`src/rtl/kbd_irq_ctrl.sv`:
```
module kbd_irq_ctrl #(
  parameter int NPINS = 8,
  parameter int SYNC_STAGES = 2
) (
  input  logic             clk,
  input  logic             rst_n,
  input  logic [NPINS-1:0] kbd_pin_n,
  input  logic             reg_wr,
  input  logic             reg_addr,
  input  logic [7:0]       reg_wdata,
  output logic [7:0]       reg_rdata,
  input  logic             dbg_break,
  input  logic             dbg_clr_en,
  output logic             irq_req,
  output logic             wake_req
);
  localparam int FLAG_BIT = 3;
  localparam int ACK_BIT  = 2;
  localparam int MASK_BIT = 1;
  localparam int MODE_BIT = 0;

  logic [NPINS-1:0] en_q;
  logic [NPINS-1:0] pin_act;
  logic [NPINS-1:0] edge_hit;
  logic             mask_q, mode_q, flag_q;
  logic             set_req, ack_req;
  logic [7:0]       en_rd;

  for (genvar i = 0; i < NPINS; i++) begin : g_pin
    logic [SYNC_STAGES-1:0] sh_q;
    logic                   hist_q;
    always_ff @(posedge clk or negedge rst_n) begin
      if (!rst_n) begin
        sh_q   <= '1;
        hist_q <= 1'b0;
      end else begin
        sh_q   <= {sh_q[SYNC_STAGES-2:0], kbd_pin_n[i]};
        hist_q <= ~sh_q[SYNC_STAGES-1];
      end
    end
    assign pin_act[i]  = ~sh_q[SYNC_STAGES-1];
    assign edge_hit[i] = en_q[i] & pin_act[i] & ~hist_q;
  end

  assign set_req = (|edge_hit) | (mode_q & |(en_q & pin_act));
  assign ack_req = reg_wr & ~reg_addr & reg_wdata[ACK_BIT] & (~dbg_break | dbg_clr_en);

  always_ff @(posedge clk or negedge rst_n) begin
    if (!rst_n) begin
      en_q   <= '0;
      mask_q <= 1'b1;
      mode_q <= 1'b0;
    end else if (reg_wr) begin
      if (reg_addr) en_q <= reg_wdata[NPINS-1:0];
      else begin
        mask_q <= reg_wdata[MASK_BIT];
        mode_q <= reg_wdata[MODE_BIT];
      end
    end
  end

  always_ff @(posedge clk or negedge rst_n) begin
    if (!rst_n)       flag_q <= 1'b0;
    else if (set_req) flag_q <= 1'b1;
    else if (ack_req) flag_q <= 1'b0;
  end

  always_comb begin
    en_rd = '0;
    en_rd[NPINS-1:0] = en_q;
  end

  always_comb begin
    reg_rdata = '0;
    if (reg_addr) reg_rdata = en_rd;
    else begin
      reg_rdata[FLAG_BIT] = flag_q;
      reg_rdata[MASK_BIT] = mask_q;
      reg_rdata[MODE_BIT] = mode_q;
    end
  end

  assign irq_req  = flag_q & ~mask_q;
  assign wake_req = flag_q & ~mask_q;
endmodule

```
`config.mk`:
```
export PLATFORM = sky130hd
export DESIGN_NAME = kbd_irq_ctrl
export DESIGN_NICKNAME = d
export VERILOG_FILES = /design/src/rtl/kbd_irq_ctrl.sv
export SDC_FILE = /design/constraint.sdc
export NUM_CORES = 1
export LEC_CHECK = 0
export BUFFER_PORTS_ARGS = -buffer_cell sky130_fd_sc_hd__buf_2
export CORE_ASPECT_RATIO = 1.75
export CORE_UTILIZATION = 50
export CTS_CLUSTER_DIAMETER = 60
export DETAILED_ROUTE_END_ITERATION = 10
export GPL_TIMING_DRIVEN = 0
export PLACE_DENSITY = 0.81
export SLEW_MARGIN = 20
export SYNTH_ARGS = -nofsm -noshare
export SYNTH_HDL_FRONTEND = slang
export SYNTH_SLANG_ARGS = --single-unit
```
`constraint.sdc`:
```
create_clock -name clk -period 1.6 [get_ports clk]
set_clock_uncertainty 0.2 [all_clocks]
set_input_delay 0.08 -clock clk [delete_from_list [all_inputs] [get_ports clk]]
set_output_delay 0.08 -clock clk [all_outputs]
set_load 0.01 [all_outputs]
```
Word-level counts from Yosys, hierarchy flattened
Cells that the tools add are included.

word-level totals
  bits in latches = 0
  ROM bits = 0
  register bits after elaboration = 35
  memory bits (writable) = 0
  input port bits = 22
  output and inout bits = 10
  memories kept = 0
  logic and storage cells = 74

cells by class
  order comparisons = 0
  equality and inequality tests = 0
  bitwise operators = 43
  multiplexer cells = 6
  reduce and logical (&&, ||, !) cells = 5
  add/subtract/negate cells = 0
  shifts and indexed selects = 0
  div/mod/pow operators = 0
  $mul = 0

operator list
  operator           count
  $and 1x1->1        21
  $not 1->1          19
  $reduce_or 8->1    2
  $and 8x8->8        1
  $mux 1             4
  $mux 4             1
  $reduce_and 2->1   2
  $mux 2             1
  $or 1x1->1         2
  $reduce_bool 2->1  1

Depth between registers and ports, before layout
  depth after elaboration = 6
  mapped depth = 5
  mapped depth without buffers = 4

Worst setup path before layout
OpenSTA, ideal clock, no wires.

  path kind = flip-flop to flip-flop
  start = register g_pin[5].sh_q[1]
  end = register flag_q
  library setup time = 0.130 ns
  path buffers = 0
  path slack = 0.249 ns
  data required time = 1.270 ns
  clock period less this slack = 1.351 ns
  stages on the path, launching flop included = 5
  data arrival time = 1.021 ns
  path through = dfstp_2 nand2b_1 o22ai_1 nor4_1 nand3_1

on the way
  cells in the longest elaborated chain, start to end = 6
  elaborated cells between the ends (all ways) = 10
  those cells by class = mux: 1; bitwise: 6; reduce/logical: 3

RTL lines
  item                                                   line    RTL
  start, declared                                        30      logic [SYNC_STAGES-1:0] sh_q;
  start signal, assigned                                 37      sh_q <= {sh_q[SYNC_STAGES-2:0], kbd_pin_n[i]};
  $not 1->1 (*)                                          41      assign pin_act[i] = ~sh_q[SYNC_STAGES-1];
  $and 1x1->1 / $and 8x8->8 (equally long branches)      42, 45
  $and 1x1->1 / $reduce_or 8->1 (equally long branches)  42, 45
  $reduce_or 8->1 / $and 1x1->1 (equally long branches)  45      assign set_req = (|edge_hit) | (mode_q & |(en_q & pin_act));
  $or 1x1->1 (*)                                         45
  $mux 1 / $reduce_bool 2->1 (equally long branches)     -
  end signal, assigned                                   63      if (!rst_n) flag_q <= 1'b0;
  end signal, assigned                                   64      else if (set_req) flag_q <= 1'b1;
  end signal, assigned                                   65      else if (ack_req) flag_q <= 1'b0;
  end, declared                                          25      logic mask_q, mode_q, flag_q;

Mark *: on every way between the ends. The rest lies on a longest branch, timed or not.
A chain may end at the register's enable or synchronous reset.

Worst setup path after layout
  start = register g_pin[3].sh_q[1]
  end = register flag_q

on the way
  cells in the longest elaborated chain, start to end = 6
  elaborated cells between the ends (all ways) = 10
  those cells by class = mux: 1; bitwise: 6; reduce/logical: 3

RTL lines
  item                                                   line
  start, declared                                        30
  start signal, assigned                                 37
  $not 1->1 (*)                                          41
  $and 1x1->1 / $and 8x8->8 (equally long branches)      42, 45
  $and 1x1->1 / $reduce_or 8->1 (equally long branches)  42, 45
  $reduce_or 8->1 / $and 1x1->1 (equally long branches)  45
  $or 1x1->1 (*)                                         45
  $mux 1 / $reduce_bool 2->1 (equally long branches)     -

Marked as above.

==> flow_metrics.tcl <==
set metrics [dict create \
    clock_path_buffers 2 \
    crit_path_max_fanout 2 \
    powerDensity_nw_per_um2 1110 \
    gr-total-overflow 0 \
    grt_pass1_vias 885 \
    crit_type "register to register" \
    rsz0062_at_grt "no" \
    reg2reg_depth 4 \
    post-dp-hpwl_mm 1.57 \
    critPathArrivalTime_ns 1.46 \
    yosys-top-cells-count "18 x dfrtp_1, 17 x dfstp_2, 11 x mux2_2" \
    num-nets-final 163 \
    numClockSinks 35 \
    irDropWorstVdd_mv 0.828 \
    grt_pass1_wl_mm 3.91 \
    hold_path_class "input port to register" \
    synth_top_family_by_area "simple AND/OR/NAND/NOR gates" \
    yosys_warnings 0 \
    h-tree-depth 2 \
    portBuffers 30 \
    synth-async-reset-ratio_pct 100 \
    ys_seq_elements 35 \
    r2r_end "flag_q" \
    start_util_pct 54.3 \
    synth_cell_types 18 \
    fillers 166 \
    gp_congestion 0.708 \
    drive_gt1_share_pct 48.6 \
    crit-reg2reg-launch "g_pin[3].sh_q[1]" \
    synthAdderAreaFrac_pct 0 \
    cts_tree "yes" \
    drtPass1Iterations 2 \
    cp-end-kind "register" \
    drt_iter0_drc 4 \
    synth_xor_area_share_pct 0 \
    cts_resized 0 \
    finalHoldViolations 0 \
    min_period_ns 1.50 \
    finalCritPeriodShare_pct 93.5 \
    yosysTopAreaCell "dfrtp_1" \
    synthMostInstantiatedCell "dfrtp_1" \
    clk_latency_ns 0.29 \
    synth.area.top_cells "dfrtp_1 36%, dfstp_2 35%, mux2_2 9.8%, nand2b_1 4.0%, and2_1 2.5%" \
    clkTransAtPathRegs_ns 0.06 \
    drv_cap 0 \
    synthFlopType "dfrtp_1" \
    power_w 0.00191 \
    synth_area_per_cell_um2 14.7 \
    slew_violations 0 \
    tightest_slew_ns 0.714 \
    cp-startpoint "g_pin[3].sh_q[1]" \
    io_pins 32 \
    finalSetupViolCount 0 \
    drt_wl_total_mm 2.36 \
    final.setup.tns_ns 0 \
    power_leakage_nw 0.804 \
    dieArea_um2 2750 \
    status "finished clean" \
    synth_area_um2 1270 \
    syn-instance-count 86 \
    syn_nets 108 \
    synth_edf_count 0 \
    max_freq_mhz 669 \
    rows 23 \
    die_y_um 68.6 \
    slew_headroom_pct 52.4 \
    n_antenna_cell 0 \
    synth_compound_area_share_pct 2.37 \
    synth_mux_area_share_pct 11.6 \
    dieWidth_um 40.0 \
    start_kind "register" \
    reg2reg_slack_ns 0.10 \
    synth.yosys.seq_area_share_pct 70.8 \
    drc 0 \
    vias_per_cell 4.95 \
    routedWlPerCell_um 14.1 \
    grt_max_degree 36 \
    drt.antenna.violating_nets 0 \
    cp-endpoint "flag_q" \
    postCtsSetupRepairBufs 0 \
    crit_required_ns 1.56 \
    area_growth_pct 35.8 \
    vias 827 \
    cts_root_buf "clkbuf_8" \
    core_um2 2330 \
    cts_buffers 5 \
    yosys.area_share.simple_pct 11.7 \
    grt_usage_pct 22.7 \
    antenna_found_initial 0 \
    yosysTopAreaCellShare_pct 35.6 \
]
[metrics by stage]
stage | utilization [%] | instance area [µm²] | hold WS, ns | instances | worst slack, ns
6_report | 73.8 | 1720 | 0.0306 | 167 | 0.104
4_1_cts | 73.8 | 1720 | 0.0220 | 167 | 0.112
5_1_grt | 73.8 | 1720 | 0.0525 | 167 | 0.0572
2_1_floorplan | - | 1270 | -0.416 | 86 | 0.249
3_5_place_dp | 62.1 | 1450 | -0.0239 | 141 | 0.122
3_3_place_gp | 62.1 | 1450 | -0.0423 | 141 | 0.174
[metal layers]
layer | wire length (µm) | vias up | track usage, %
li1 | - | 390 | -
met1 | 812 | 403 | 23.4
met2 | 1380 | 27 | 37.9
met3 | 105 | 7 | 8.97
met4 | 52 | 0 | 11.6
met5 | 0 | - | 0
[flip-flops by register name, summed over array words and instances, names as in the netlist]
name	flops
en_q	8
flag_q	1
g_pin.hist_q	8
g_pin.sh_q	16
mask_q	1
mode_q	1
[timing repair]
action,4_1_cts,5_1_grt
hold buffers,18,0
endpoints found under the hold margin,37,0
setup endpoints to repair,0,0
[worst max-delay path, cell delays in order (launching register included)]
cell	delay [ns]
dfstp_2	0.53
nand2b_1	0.14
o22ai_1	0.11
nor4_1	0.29
nand3_1	0.11
[report_power, final]
group / internal [W] / switching, W
logic: 0.000143 / 0.000109
clock network: 0.000347 / 0.000296
registers: 0.000974 / 0.0000394
total: 0.00146 / 0.000445
[how the worst min path moves through the flow]
stage / start / endpoint / slack [ns] / depth (start not counted)
6_report: dbg_clr_en / flag_q / 0.03 / 5
5_1_grt: reg_wr / en_q[3] / 0.05 / 3
4_1_cts: dbg_clr_en / flag_q / 0.02 / 5
3_5_place_dp: rst_n / en_q[3] / -0.02 / 1
3_3_place_gp: rst_n / en_q[6] / -0.04 / 1
2_1_floorplan: rst_n / en_q[0] / -0.42 / 0
[kinds of logic (layout without fill, tap and decap cells)]
family                 after synthesis  count (layout)
AOI/OAI and AO/OA                    5               5
buffers and inverters               10              66
DFF                                 35              35
muxes                               13              13
and+or+nand+nor                     23              23
[placed cells by master, fill, tap and decap left out]
cell / netlist / layout
mux2_1: 2 / 2
nor2b_1: 1 / 1
nand3_1: 2 / 2
dfrtp_1: 18 / 18
dfstp_2: 17 / 17
buf_4: 2 / 2
buf_2: 0 / 30
mux2_2: 11 / 11
nand2_4: 1 / 1
clkinv_2: 0 / 1
nand2b_1: 8 / 8
nor2b_2: 1 / 1
clkbuf_1: 0 / 1
or2b_1: 1 / 1
and2_1: 5 / 5
o22ai_1: 4 / 4
dlygate4sd3_1: 0 / 18
inv_1: 8 / 8
o21ai_0: 1 / 1
nor4_1: 1 / 1
nand2_1: 1 / 1
clkbuf_8: 0 / 6
nand4_1: 2 / 2
[cell type report]
| type | count | area [µm²] | area share [%] |
|---|---|---|---|
| plain buffers | 2 | 15.0 | 0.873 |
| well taps | 25 | 31.3 | 1.82 |
| multi-input cells | 41 | 324 | 18.9 |
| repair buffers | 48 | 330 | 19.2 |
| flip-flops and latches | 35 | 897 | 52.2 |
| inverters | 8 | 30.0 | 1.75 |
| clock buffers | 7 | 86.3 | 5.02 |
| clock inverters | 1 | 5.00 | 0.291 |
Note: power is estimated with default switching activity, not from simulation.
